--- src/rtl/cct_pkg.sv ---
package cct_pkg;
  localparam int unsigned BUS_W  = 8;
  localparam int unsigned ADDR_W = 4;
  localparam int unsigned CNT_W  = 2 * BUS_W;
  localparam int unsigned CTL_W  = 4;
  localparam int unsigned N_CHAN = 2;
  localparam int unsigned N_FLAG = 5;
  localparam int unsigned PAD_W  = BUS_W - N_FLAG;

  // register addresses
  typedef enum logic [ADDR_W-1:0] {
    A_STAT    = 4'd0,
    A_CTRL    = 4'd1,
    A_CNT_HI  = 4'd2,
    A_CNT_LO  = 4'd3,
    A_ALT_HI  = 4'd4,
    A_ALT_LO  = 4'd5,
    A_CAP1_HI = 4'd6,
    A_CAP1_LO = 4'd7,
    A_CAP2_HI = 4'd8,
    A_CAP2_LO = 4'd9,
    A_CMP1_HI = 4'd10,
    A_CMP1_LO = 4'd11,
    A_CMP2_HI = 4'd12,
    A_CMP2_LO = 4'd13
  } cct_addr_e;

  // flag vector index; status byte = {flags, pad}
  localparam int unsigned FL_OC2 = 0;
  localparam int unsigned FL_IC2 = 1;
  localparam int unsigned FL_TOV = 2;
  localparam int unsigned FL_OC1 = 3;
  localparam int unsigned FL_IC1 = 4;

  // control bits
  localparam int unsigned CTL_EXT_RISE  = 0;
  localparam int unsigned CTL_CAP2_RISE = 1;
  localparam int unsigned CTL_CAP1_RISE = 2;
  localparam int unsigned CTL_INT_CLK   = 3;
endpackage

--- src/rtl/cct_edge_det.sv ---
module cct_edge_det #(
  parameter int unsigned STAGES = 2
) (
  input  logic clk_i,
  input  logic rst_ni,
  input  logic pin_i,
  input  logic rise_sel_i,
  output logic edge_o
);
  logic [STAGES-1:0] sync_q, sync_d;
  logic              last_q, last_d;
  logic              lvl;

  always_comb begin
    sync_d = {sync_q[STAGES-2:0], pin_i};
    lvl    = sync_q[STAGES-1];
    last_d = lvl;
    edge_o = rise_sel_i ? (lvl & ~last_q) : (~lvl & last_q);
  end

  always_ff @(posedge clk_i or negedge rst_ni) begin
    if (!rst_ni) begin
      sync_q <= '0;
      last_q <= 1'b0;
    end else begin
      sync_q <= sync_d;
      last_q <= last_d;
    end
  end
endmodule

--- src/rtl/cct_counter.sv ---
module cct_counter
  import cct_pkg::*;
(
  input  logic             clk_i,
  input  logic             rst_ni,
  input  logic             int_sel_i,
  input  logic             ext_evt_i,
  output logic [CNT_W-1:0] cnt_q_o,
  output logic [CNT_W-1:0] cnt_d_o,
  output logic             tick_o,
  output logic             wrap_o
);
  logic [CNT_W-1:0] cnt_q, cnt_d;
  logic             tick;

  always_comb begin
    tick   = int_sel_i | ext_evt_i;
    cnt_d  = tick ? cnt_q + 1'b1 : cnt_q;
    wrap_o = tick & (&cnt_q);
  end

  always_ff @(posedge clk_i or negedge rst_ni) begin
    if (!rst_ni) cnt_q <= '0;
    else         cnt_q <= cnt_d;
  end

  assign cnt_q_o = cnt_q;
  assign cnt_d_o = cnt_d;
  assign tick_o  = tick;
endmodule

--- src/rtl/cct_channel.sv ---
module cct_channel
  import cct_pkg::*;
#(
  parameter int unsigned     SYNC_STAGES = 2,
  parameter logic [CNT_W-1:0] CMP_RST    = '1
) (
  input  logic             clk_i,
  input  logic             rst_ni,
  input  logic             cap_pin_i,
  input  logic             cap_rise_i,
  input  logic [CNT_W-1:0] cnt_q_i,
  input  logic [CNT_W-1:0] cnt_d_i,
  input  logic             cnt_tick_i,
  input  logic             wr_hi_i,
  input  logic             wr_lo_i,
  input  logic [BUS_W-1:0] wdata_i,
  output logic [CNT_W-1:0] cap_o,
  output logic [CNT_W-1:0] cmp_o,
  output logic             cap_evt_o,
  output logic             cmp_evt_o
);
  logic [CNT_W-1:0] cap_q, cap_d, cmp_q, cmp_d;
  logic             cap_evt;

  cct_edge_det #(.STAGES(SYNC_STAGES)) u_cap_edge (
    .clk_i      (clk_i),
    .rst_ni     (rst_ni),
    .pin_i      (cap_pin_i),
    .rise_sel_i (cap_rise_i),
    .edge_o     (cap_evt)
  );

  always_comb begin
    cap_d = cap_evt ? cnt_q_i : cap_q;
    cmp_d = cmp_q;
    if (wr_hi_i) cmp_d[CNT_W-1:BUS_W] = wdata_i;
    if (wr_lo_i) cmp_d[BUS_W-1:0]     = wdata_i;
    cmp_evt_o = cnt_tick_i & (cnt_d_i == cmp_q);
  end

  always_ff @(posedge clk_i or negedge rst_ni) begin
    if (!rst_ni) begin
      cap_q <= '0;
      cmp_q <= CMP_RST;
    end else begin
      cap_q <= cap_d;
      cmp_q <= cmp_d;
    end
  end

  assign cap_o     = cap_q;
  assign cmp_o     = cmp_q;
  assign cap_evt_o = cap_evt;
endmodule

--- src/rtl/cct_flag.sv ---
module cct_flag (
  input  logic clk_i,
  input  logic rst_ni,
  input  logic set_i,
  input  logic arm_i,
  input  logic acc_i,
  output logic flag_o
);
  logic flag_q, flag_d, arm_q, arm_d;

  always_comb begin
    flag_d = set_i | (flag_q & ~(arm_q & acc_i));
    arm_d  = arm_i ? flag_q : (arm_q & ~acc_i);
  end

  always_ff @(posedge clk_i or negedge rst_ni) begin
    if (!rst_ni) begin
      flag_q <= 1'b0;
      arm_q  <= 1'b0;
    end else begin
      flag_q <= flag_d;
      arm_q  <= arm_d;
    end
  end

  assign flag_o = flag_q;
endmodule

--- src/rtl/cct_timer.sv ---
module cct_timer
  import cct_pkg::*;
#(
  parameter int unsigned      SYNC_STAGES = 2,
  parameter logic [CNT_W-1:0] CMP_RST     = '1
) (
  input  logic              clk_i,
  input  logic              rst_ni,
  input  logic [ADDR_W-1:0] bus_addr_i,
  input  logic              bus_rd_i,
  input  logic              bus_wr_i,
  input  logic [BUS_W-1:0]  bus_wdata_i,
  output logic [BUS_W-1:0]  bus_rdata_o,
  input  logic              ext_clk_i,
  input  logic              cap1_i,
  input  logic              cap2_i
);
  cct_addr_e          addr;
  logic               acc_any, stat_rd;
  logic [CTL_W-1:0]   ctrl_q, ctrl_d;
  logic [CNT_W-1:0]   cnt_q, cnt_d;
  logic               cnt_tick, cnt_wrap, ext_evt;
  logic [CNT_W-1:0]   cap_q [N_CHAN];
  logic [CNT_W-1:0]   cmp_q [N_CHAN];
  logic [N_CHAN-1:0]  cap_evt, cmp_evt, cap_pin, cap_rise;
  logic [N_FLAG-1:0]  flag_set, flag_acc, flag_q;

  always_comb begin
    addr    = cct_addr_e'(bus_addr_i);
    acc_any = bus_rd_i | bus_wr_i;
    stat_rd = bus_rd_i & (addr == A_STAT);
    ctrl_d  = (bus_wr_i && addr == A_CTRL) ? bus_wdata_i[CTL_W-1:0] : ctrl_q;
  end

  always_ff @(posedge clk_i or negedge rst_ni) begin
    if (!rst_ni) ctrl_q <= '0;
    else         ctrl_q <= ctrl_d;
  end

  // external clock edge, used only when the internal clock is not selected
  logic ext_edge;
  cct_edge_det #(.STAGES(SYNC_STAGES)) u_ext_edge (
    .clk_i      (clk_i),
    .rst_ni     (rst_ni),
    .pin_i      (ext_clk_i),
    .rise_sel_i (ctrl_q[CTL_EXT_RISE]),
    .edge_o     (ext_edge)
  );
  assign ext_evt = ext_edge & ~ctrl_q[CTL_INT_CLK];

  cct_counter u_counter (
    .clk_i     (clk_i),
    .rst_ni    (rst_ni),
    .int_sel_i (ctrl_q[CTL_INT_CLK]),
    .ext_evt_i (ext_evt),
    .cnt_q_o   (cnt_q),
    .cnt_d_o   (cnt_d),
    .tick_o    (cnt_tick),
    .wrap_o    (cnt_wrap)
  );

  assign cap_pin  = {cap2_i, cap1_i};
  assign cap_rise = {ctrl_q[CTL_CAP2_RISE], ctrl_q[CTL_CAP1_RISE]};

  for (genvar ch = 0; ch < N_CHAN; ch++) begin : g_chan
    localparam cct_addr_e CMP_HI_A = (ch == 0) ? A_CMP1_HI : A_CMP2_HI;
    localparam cct_addr_e CMP_LO_A = (ch == 0) ? A_CMP1_LO : A_CMP2_LO;
    logic wr_hi, wr_lo;
    assign wr_hi = bus_wr_i & (addr == CMP_HI_A);
    assign wr_lo = bus_wr_i & (addr == CMP_LO_A);

    cct_channel #(.SYNC_STAGES(SYNC_STAGES), .CMP_RST(CMP_RST)) u_chan (
      .clk_i      (clk_i),
      .rst_ni     (rst_ni),
      .cap_pin_i  (cap_pin[ch]),
      .cap_rise_i (cap_rise[ch]),
      .cnt_q_i    (cnt_q),
      .cnt_d_i    (cnt_d),
      .cnt_tick_i (cnt_tick),
      .wr_hi_i    (wr_hi),
      .wr_lo_i    (wr_lo),
      .wdata_i    (bus_wdata_i),
      .cap_o      (cap_q[ch]),
      .cmp_o      (cmp_q[ch]),
      .cap_evt_o  (cap_evt[ch]),
      .cmp_evt_o  (cmp_evt[ch])
    );
  end

  always_comb begin
    flag_set         = '0;
    flag_set[FL_IC1] = cap_evt[0];
    flag_set[FL_OC1] = cmp_evt[0];
    flag_set[FL_TOV] = cnt_wrap;
    flag_set[FL_IC2] = cap_evt[1];
    flag_set[FL_OC2] = cmp_evt[1];
    flag_acc         = '0;
    flag_acc[FL_IC1] = acc_any & (addr == A_CAP1_LO);
    flag_acc[FL_OC1] = acc_any & (addr == A_CMP1_LO);
    flag_acc[FL_TOV] = acc_any & (addr == A_CNT_LO);
    flag_acc[FL_IC2] = acc_any & (addr == A_CAP2_LO);
    flag_acc[FL_OC2] = acc_any & (addr == A_CMP2_LO);
  end

  for (genvar f = 0; f < N_FLAG; f++) begin : g_flag
    cct_flag u_flag (
      .clk_i  (clk_i),
      .rst_ni (rst_ni),
      .set_i  (flag_set[f]),
      .arm_i  (stat_rd),
      .acc_i  (flag_acc[f]),
      .flag_o (flag_q[f])
    );
  end

  always_comb begin
    case (addr)
      A_STAT:    bus_rdata_o = {flag_q, PAD_W'(0)};
      A_CTRL:    bus_rdata_o = BUS_W'(ctrl_q);
      A_CNT_HI,
      A_ALT_HI:  bus_rdata_o = cnt_q[CNT_W-1:BUS_W];
      A_CNT_LO,
      A_ALT_LO:  bus_rdata_o = cnt_q[BUS_W-1:0];
      A_CAP1_HI: bus_rdata_o = cap_q[0][CNT_W-1:BUS_W];
      A_CAP1_LO: bus_rdata_o = cap_q[0][BUS_W-1:0];
      A_CAP2_HI: bus_rdata_o = cap_q[1][CNT_W-1:BUS_W];
      A_CAP2_LO: bus_rdata_o = cap_q[1][BUS_W-1:0];
      A_CMP1_HI: bus_rdata_o = cmp_q[0][CNT_W-1:BUS_W];
      A_CMP1_LO: bus_rdata_o = cmp_q[0][BUS_W-1:0];
      A_CMP2_HI: bus_rdata_o = cmp_q[1][CNT_W-1:BUS_W];
      A_CMP2_LO: bus_rdata_o = cmp_q[1][BUS_W-1:0];
      default:   bus_rdata_o = '0;
    endcase
  end
endmodule

--- config.mk ---
export PLATFORM = sky130hd
export DESIGN_NAME = cct_timer
export DESIGN_NICKNAME = d
export VERILOG_FILES = /design/src/rtl/cct_pkg.sv /design/src/rtl/cct_edge_det.sv /design/src/rtl/cct_counter.sv /design/src/rtl/cct_channel.sv /design/src/rtl/cct_flag.sv /design/src/rtl/cct_timer.sv
export SDC_FILE = /design/constraint.sdc
export NUM_CORES = 1
export LEC_CHECK = 0
export CORE_MARGIN = 3
export CORE_UTILIZATION = 60
export DETAILED_ROUTE_END_ITERATION = 8
export PLACE_DENSITY = 0.79
export SLEW_MARGIN = 20
export SYNTH_ARGS = -nofsm -noshare
export SYNTH_HDL_FRONTEND = slang
export SYNTH_SLANG_ARGS = --single-unit
--- constraint.sdc ---
create_clock -name clk_i -period 3.15 [get_ports clk_i]
set_clock_uncertainty 0.2 [all_clocks]
set_input_delay 0.63 -clock clk_i [delete_from_list [all_inputs] [get_ports clk_i]]
set_output_delay 0.63 -clock clk_i [all_outputs]
set_load 0.01 [all_outputs]
# After elaboration in Yosys (flattened, before gate mapping)
# Cells that the tools add are included.
totals:
  out_inout_bits: 8
  input_bits: 19
  elab_cells: 114
  register_bits: 103
op_classes:
  n_eq_ne: 15
  add_sub_neg: 1
  bitwise: 59
  muxes: 10
  n_reduce_logical: 5
ops:
  columns: ["op", "n"]
  rows:
  - ["8-bit case mux with 12 select lines", 1]
  - ["1-bit bitwise AND", 35]
  - ["16-bit equality test", 2]
  - ["4-bit equality test, second input constant", 6]
  - ["1-bit NOT", 17]
  - ["16-bit by 1-bit adder with 16-bit output, second input constant", 1]
  - ["4-bit by 3-bit equality test with 1-bit output, second input constant", 4]
  - ["16-bit two-way mux", 1]
  - ["16-bit AND reduction", 1]
  - ["4-bit by 2-bit equality test with 1-bit output, second input constant", 2]
  - ["1-bit two-way mux", 8]
  - ["1-bit OR", 7]
  - ["4-bit by 1-bit equality test with 1-bit output, second input constant", 1]
  - ["4-bit zero test", 1]
  - ["2-bit OR reduction", 2]
  - ["1-bit logical AND", 1]

# Logic depth before layout (Yosys ltp)
# Gate-level depths: netlist (run 1).
depth:
  depth_word: 9
  ltp_mapped: 9
  mapped_depth_nobuf: 8

# Cells and area by module
# Synthesis (run 1) repeated with hierarchy kept, for this count alone.
unflattened:
  hier_cells: 448
  area_unflattened_um2: 5380.2
by_module_without_submodules:
  columns: ["mod", "cells_per_inst", "area_per_inst_um2", "seq_area_each_um2", "n_inst"]
  rows:
  - ["cct_channel", 90, 1380.1, 820.8, 2]
  - ["cct_timer", 155, 1197.4, 100.1, 1]
  - ["cct_counter", 60, 729.4, 400.4, 1]
  - ["cct_flag", 7, 80.1, 50.0, 5]
  - ["cct_edge_det", 6, 97.6, 75.1, 3]

# Least setup slack after synthesis (run 1)
# No wires, ideal clock.
synth_path:
  path_kind: "input port to output port"
  from: "in bus_addr_i[0]"
  to: "out bus_rdata_o[4]"
  t_arrival_ns: 2.124
  cell_stages: 6
  n_path_buf: 1
  required_ns: 2.320
  slack_ns: 0.196
  cell_sequence: "clkbuf_1 -> nor4_1 -> a22oi_1 -> nand2_1 -> a221oi_1 -> o221ai_1"
synth_via:
  elab_chain_cells: 3
  elab_cells_between_ends: 17
  cone_classes: "eq/ne (13); mux (1); reduce/logical (3)"
synth_rtl:
  columns: ["item", "line", "text"]
  rows:
  - ["start, declared", "cct_timer.sv:9", "input logic [ADDR_W-1:0] bus_addr_i,"]
  - ["4-bit by 2-bit equality test with 1-bit output or 4-bit by 3-bit equality test with 1-bit output (tied branches)", "cct_timer.sv:117", "case (addr)"]
  - ["2-bit OR reduction", "cct_timer.sv:117", null]
  - ["8-bit case mux with 12 select lines (*)", "cct_timer.sv:117", null]
  - ["end, declared", "cct_timer.sv:13", "output logic [BUS_W-1:0] bus_rdata_o,"]
# Mark *: on every way between the ends. The rest lies on a longest branch, timed or not.

# Worst setup path in the final report (run 1)
layout_path:
  from: "in bus_addr_i[2]"
  to: "out bus_rdata_o[7]"
# The elaborated chain is that of the path after synthesis.

==> results of run 1 <==
metrics by stage:
stage / hold WS, ns / cells
global placement: 0.1328 / 668
global route: 0.07809 / 689
CTS: 0.05972 / 688
floorplan: 0.1312 / 501
detailed placement: 0.1357 / 668
finish: 0.04431 / 689
layout make-up:
type / instances / area [um^2]
tap: 108 / 135.1
clock inverter: 6 / 57.56
clock buffer: 10 / 127.6
sequential: 103 / 2618
inverter: 9 / 33.78
fill: 624 / 2180
multi-input combinational: 356 / 2806
timing repair buffer: 97 / 848.3
synth_stat cells, types with 6 or more instances:
cell,n,area share (%)
inv_1,9,0.61
nor3_1,8,0.73
clkbuf_1,23,1.6
a21oi_1,15,1.4
a222oi_1,6,1.1
o21ai_0,16,1.5
dfrtp_1,71,32
xnor2_1,24,3.8
a22oi_1,12,1.6
nand2b_1,7,0.80
nand3_1,27,2.5
nor2_1,19,1.3
xor2_1,21,3.3
and3_1,6,0.68
nor2b_1,9,1.0
nand2_1,43,2.9
mux2_2,67,14
dfstp_2,32,15
per-layer routing:
layer	vias to the layer above	track usage (%)	share of wire (%)
met1	2209	45.58	40
li1	1967	-	-
met4	0	15.44	4.9
met2	248	51.21	45
met3	58	6.129	10
met5	-	0	0
logic make-up after synthesis:
group / count (synthesis) / synth area share [%]
adders and majority gates: 1 / 0.2273
xor gates and xnor gates: 48 / 8.277
and+or+nand+nor: 149 / 14.53
muxes: 71 / 14.44
AOI/OAI and AO/OA: 87 / 11.82
DFF: 103 / 47.57
buffers and inverters: 42 / 3.138
where the power goes:
group | switching, W | leakage [nW] | total (W) | internal (W)
logic | 0.000547 | 1.57 | 0.00111 | 0.000559
registers | 0.000330 | 1.25 | 0.00198 | 0.00165
clock network | 0.000497 | 0.0957 | 0.000807 | 0.000310
what timing repair did:
item                                    in CTS  in global routing
hold endpoints to repair                     0                  0
pin swaps                                    4                  6
endpoints found under the setup margin       8                 10
setup buffers                                2                  1
resized for setup                           31                 17
gates cloned                                 2                  0
state kept, by name (all words and copies together), names as in the netlist:
name                             flops
u_counter.cnt_q_o                   16
u_ext_edge.sync_q                    2
ctrl_q                               4
g_chan.u_chan.u_cap_edge.last_q      2
g_chan.u_chan.cmp_o                 32
g_flag.u_flag.arm_q                  5
g_flag.u_flag.flag_o                 5
u_ext_edge.last_q                    1
g_chan.u_chan.u_cap_edge.sync_q      4
g_chan.u_chan.cap_o                 32
critical path: stages:
cell and delay, ns:
dlygate4sd2_1 0.28, buf_4 0.16, nand2_1 0.12, nor3_1 0.07, buf_4 0.14, a222oi_1 0.39, a21boi_2 0.23, nand3_1 0.09
buf_2 0.16
path summary, 6_finish.rpt:
check                                                             end  slack [ns]  cells past startpoint
min in group clk_i              g_chan[1].u_chan.u_cap_edge.sync_q[1]        0.16                      0
max in group asynchronous                  g_chan[0].u_chan.cmp_o[14]        1.95                      2
worst max-delay path                                   bus_rdata_o[7]        0.06                      9
worst min register to register  g_chan[1].u_chan.u_cap_edge.sync_q[1]        0.16                      0
worst min-delay path               g_chan[0].u_chan.u_cap_edge.last_q        0.04                      1
worst max register to register                g_flag[0].u_flag.flag_o        0.09                      8
==> results.sh, run 1 <==
export IMPL_antenna_found_initial=0
export IMPL_fin_util_pct=75.25
export IMPL_num_vias=4482
export IMPL_grt_usage_pct=33.20
export IMPL_final_cell_mix="dfrtp_1 (71), mux2_2 (67), buf_4 (65)"
export IMPL_critPathRequiredTime_ns=2.32
export IMPL_cp_max_fo=4
export IMPL_cts_hold_buffers_added=0
export IMPL_clock_sinks=103
export IMPL_placementRows=34
export IMPL_power_total_w=0.003897
export IMPL_firstDrtPassIters=5
export IMPL_nNetsFinal=596
export IMPL_fin_area_mm2=0.006626
export IMPL_hold_viol=0
export IMPL_final_max_slew_viol_count=0
export IMPL_dp_slack_ns=-0.4199
export IMPL_syn_num_nets=521
export IMPL_placed_cell_area_mm2=0.006297
export IMPL_gp_congestion=0.9425
export IMPL_synth_edf_count=0
export IMPL_wl_um=16210
export IMPL_cp_end_kind="output pin"
export IMPL_syn_inst=501
export IMPL_critical_path_class="in2out"
export IMPL_cts_max_level=3
export IMPL_vdd_ir_drop_max_v=0.0004347
export IMPL_yosysWarnings=0
export IMPL_post_drt_wl_per_cell_um=23.53
export IMPL_cts_tree="built"
export IMPL_worstPathArrival_ns=2.26
export IMPL_synthToLayoutAreaGrowth_pct=20.42
export IMPL_crit_path_start="bus_addr_i[2]"
export IMPL_slew_headroom_pct=58.67
export IMPL_cts_made_buffers=9
export IMPL_synth_seq_area_share_pct=47.57
export IMPL_fin_ws_ns=0.06264
export IMPL_grt_setup_unrepaired="true"
export IMPL_grt_max_degree=59
export IMPL_core_area_mm2=0.008806
export IMPL_clock_fmax_mhz=323.9
export IMPL_drc_errors=0
export IMPL_total_leakage_power_nw=2.915
export IMPL_async_reset_ff_share_pct=100.0
export IMPL_fin_crit_ns=3.087
export IMPL_ant_nets=0
export IMPL_drt_initial_drc_count=361
export IMPL_finalCritPeriodShare_pct=98.01
export IMPL_cp_start_kind="input port"
export IMPL_tns_ns=0
export IMPL_max_cap_viol_count=0
export IMPL_reg2reg_from="u_counter.cnt_q_o[0]"
export IMPL_worst_skew_pair_late_latency_ns=0.37
export IMPL_ys_flop_type="dfrtp_1"
export IMPL_viasPerCell=6.505
export IMPL_synth_area_mm2=0.005503
export IMPL_status="finished, final reports clean"
export IMPL_hold_class="in2async"
export IMPL_synth_avg_cell_area_um2=10.98
export IMPL_setup_viol=0
export IMPL_initial_utilization_pct=62.49
export IMPL_grt_pass1_vias=4573
export IMPL_clk_pin_slew_worst_paths_ns=0.10
export IMPL_drive_above_1_share_pct=37.52
export IMPL_num_antenna_cells=0
export IMPL_portBuffers=26
export IMPL_final_common_cell="dfrtp_1"
export IMPL_ys_ff_latch=103
export IMPL_design_die_area_mm2=0.01036
export IMPL_dp_hpwl_um=12020
export IMPL_grt_overflow=0
export IMPL_cts_buffer_depth=2
export IMPL_worstMarginPinSlew_ns=0.6184
export IMPL_ys_types=61
export IMPL_dieHeight_um=101.8
export IMPL_p_per_area_mw_per_mm2=588.1
export IMPL_grt_pass1_wl_um=25340
export IMPL_cts_root_buf="clkbuf_8"
export IMPL_chipWidth_um=101.8
export IMPL_io_pins=27
No activity file was read; power rests on OpenSTA's default activity.
==> run 2: changes to the inputs <==
Settings changed: CORE_UTILIZATION 60 to 65, CTS_CLUSTER_SIZE from default to 10, PLACE_DENSITY 0.79 to 0.85.
Clock period 3.15 ns to 3.6 ns, I/O delays scaled along.
==> run 2 against run 1 <==
  * Critical path depth fell by 2
  * Die area fell by 7.2%
  * Total power fell by 13%
  * First-iteration DRC count rose by 37%
  * Design area fell by 3.5%
  * Sequential power fell by 12%
  * Via count rose by 1.0%
  * Non-clock buffer count fell by 16
  * Setup slack got worse by 0.050 ns
  * Register-to-register slack improved by 0.21 ns
  * Combinational power fell by 17%
  * Critical endpoint is now bus_rdata_o[2]
==> results.sh, run 2 (same netlist as run 1, synthesis figures left out) <==
export IMPL_drive_above_1_share_pct=33.27
export IMPL_hold_class="reg2reg"
export IMPL_initial_utilization_pct=69.06
export IMPL_placed_cell_area_mm2=0.006182
export IMPL_setup_viol=0
export IMPL_ant_nets=0
export IMPL_p_per_area_mw_per_mm2=527.4
export IMPL_antenna_found_initial=0
export IMPL_post_drt_wl_per_cell_um=24.69
export IMPL_cts_buffer_depth=2
export IMPL_grt_max_degree=85
export IMPL_cp_end_kind="output pin"
export IMPL_holdPathEnd="g_chan[1].u_chan.u_cap_edge.sync_q[1]"
export IMPL_cp_max_fo=16
export IMPL_cts_tree="built"
export IMPL_cts_hold_buffers_added=0
export IMPL_clock_sinks=103
export IMPL_design_die_area_mm2=0.009606
export IMPL_chipWidth_um=98.01
export IMPL_cp_start_kind="input port"
export IMPL_core_area_mm2=0.007968
export IMPL_worstPathArrival_ns=2.67
export IMPL_r2r_end="g_flag[0].u_flag.flag_o"
export IMPL_r2r_setup_slack_ns=0.30
export IMPL_total_leakage_power_nw=2.795
export IMPL_cts_max_level=3
export IMPL_rr_worst_depth=7
export IMPL_fin_area_mm2=0.006397
export IMPL_num_antenna_cells=0
export IMPL_grt_setup_unrepaired="true"
export IMPL_final_max_slew_viol_count=0
export IMPL_grt_pass1_vias=4655
export IMPL_reg2reg_from="u_counter.cnt_q_o[7]"
export IMPL_final_cell_mix="dfrtp_1 (71), mux2_2 (67), buf_4 (53)"
export IMPL_cts_made_buffers=9
export IMPL_dp_hpwl_um=12020
export IMPL_dieHeight_um=98.01
export IMPL_finalCritPeriodShare_pct=99.66
export IMPL_grt_usage_pct=35.83
export IMPL_nNetsFinal=580
export IMPL_drc_errors=0
export IMPL_synthToLayoutAreaGrowth_pct=16.26
export IMPL_placementRows=32
export IMPL_cts_root_buf="clkbuf_8"
export IMPL_critical_path_class="in2out"
export IMPL_status="finished, final reports clean"
export IMPL_clk_pin_slew_worst_paths_ns=0.11
export IMPL_fin_crit_ns=3.588
export IMPL_vdd_ir_drop_max_v=0.0003750
export IMPL_drt_initial_drc_count=494
export IMPL_viasPerCell=6.790
export IMPL_slew_headroom_pct=23.58
export IMPL_gp_congestion=0.9916
export IMPL_worstMarginPinSlew_ns=1.146
export IMPL_portBuffers=26
export IMPL_grt_pass1_wl_um=26250
export IMPL_io_pins=27
export IMPL_final_common_cell="dfrtp_1"
export IMPL_clock_fmax_mhz=278.7
export IMPL_max_cap_viol_count=0
export IMPL_grt_overflow=0
export IMPL_critPathRequiredTime_ns=2.68
export IMPL_worst_skew_pair_late_latency_ns=0.38
export IMPL_wl_um=16470
export IMPL_power_total_w=0.003374
export IMPL_hold_depth=0
export IMPL_num_vias=4529
export IMPL_hold_start="g_chan[1].u_chan.u_cap_edge.sync_q[0]"
export IMPL_firstDrtPassIters=5
export IMPL_hold_viol=0
==> run 2: worst max path at each step <==
stage	from	to	cells after the start
2_1_floorplan	bus_addr_i[0]	bus_rdata_o[4]	6
3_3_place_gp	bus_addr_i[2]	bus_rdata_o[7]	9
3_5_place_dp	bus_addr_i[2]	bus_rdata_o[0]	8
4_1_cts	bus_addr_i[3]	bus_rdata_o[0]	8
5_1_grt	bus_addr_i[0]	bus_rdata_o[2]	7
6_report	bus_addr_i[0]	bus_rdata_o[2]	7
==> run 2: per-stage QoR <==
stage          std cells  util [%]  setup WS, ns  TNS (ns)  hold slack, ns
2_1_floorplan        501         -        0.4664         0          0.1312
3_3_place_gp         651     77.59       -0.1670   -0.9288          0.1326
3_5_place_dp         651     77.59       -0.2115    -1.251          0.1364
4_1_cts              667     79.93       0.02431         0          0.1613
5_1_grt              667     80.29      -0.04804  -0.04804          0.1688
6_report             667     80.29       0.01219         0          0.1590
==> run 2: metal layers <==
| metal | part of all wire, % | GRT usage, % | up-vias |
|---|---|---|---|
| li1 | - | - | 1943 |
| met1 | 39 | 49.62 | 2192 |
| met2 | 46 | 54.19 | 330 |
| met3 | 9.7 | 7.143 | 64 |
| met4 | 4.7 | 17.57 | 0 |
| met5 | 0 | 0 | - |
==> run 2: power by group <==
group	total (W)	switching [W]	internal [W]
registers	0.00175	0.000301	0.00145
clock network	0.000709	0.000439	0.000270
logic	0.000918	0.000463	0.000455
==> run 2: repair_timing <==
action | in CTS | in global routing
resized for setup | 10 | 8
setup endpoints to repair | 8 | 7
buffers inserted | 0 | 0
pin swaps | 1 | 2
==> run 2: worst max-delay path, stage by stage <==
cell and delay [ns]:
clkdlybuf4s50_1 0.51, buf_12 0.16, mux2_2 0.33, a32o_1 0.28, a221oi_2 0.22, nand3_1 0.14, dlygate4sd2_1 0.30
==> run 2: layout make-up <==
type / count / area [um^2]
inverter: 9 / 33.78
timing repair buffer: 81 / 681.9
clock buffer: 10 / 127.6
tap: 102 / 127.6
fill: 487 / 1570
multi-input combinational: 356 / 2746
sequential: 103 / 2618
clock inverter: 6 / 62.56
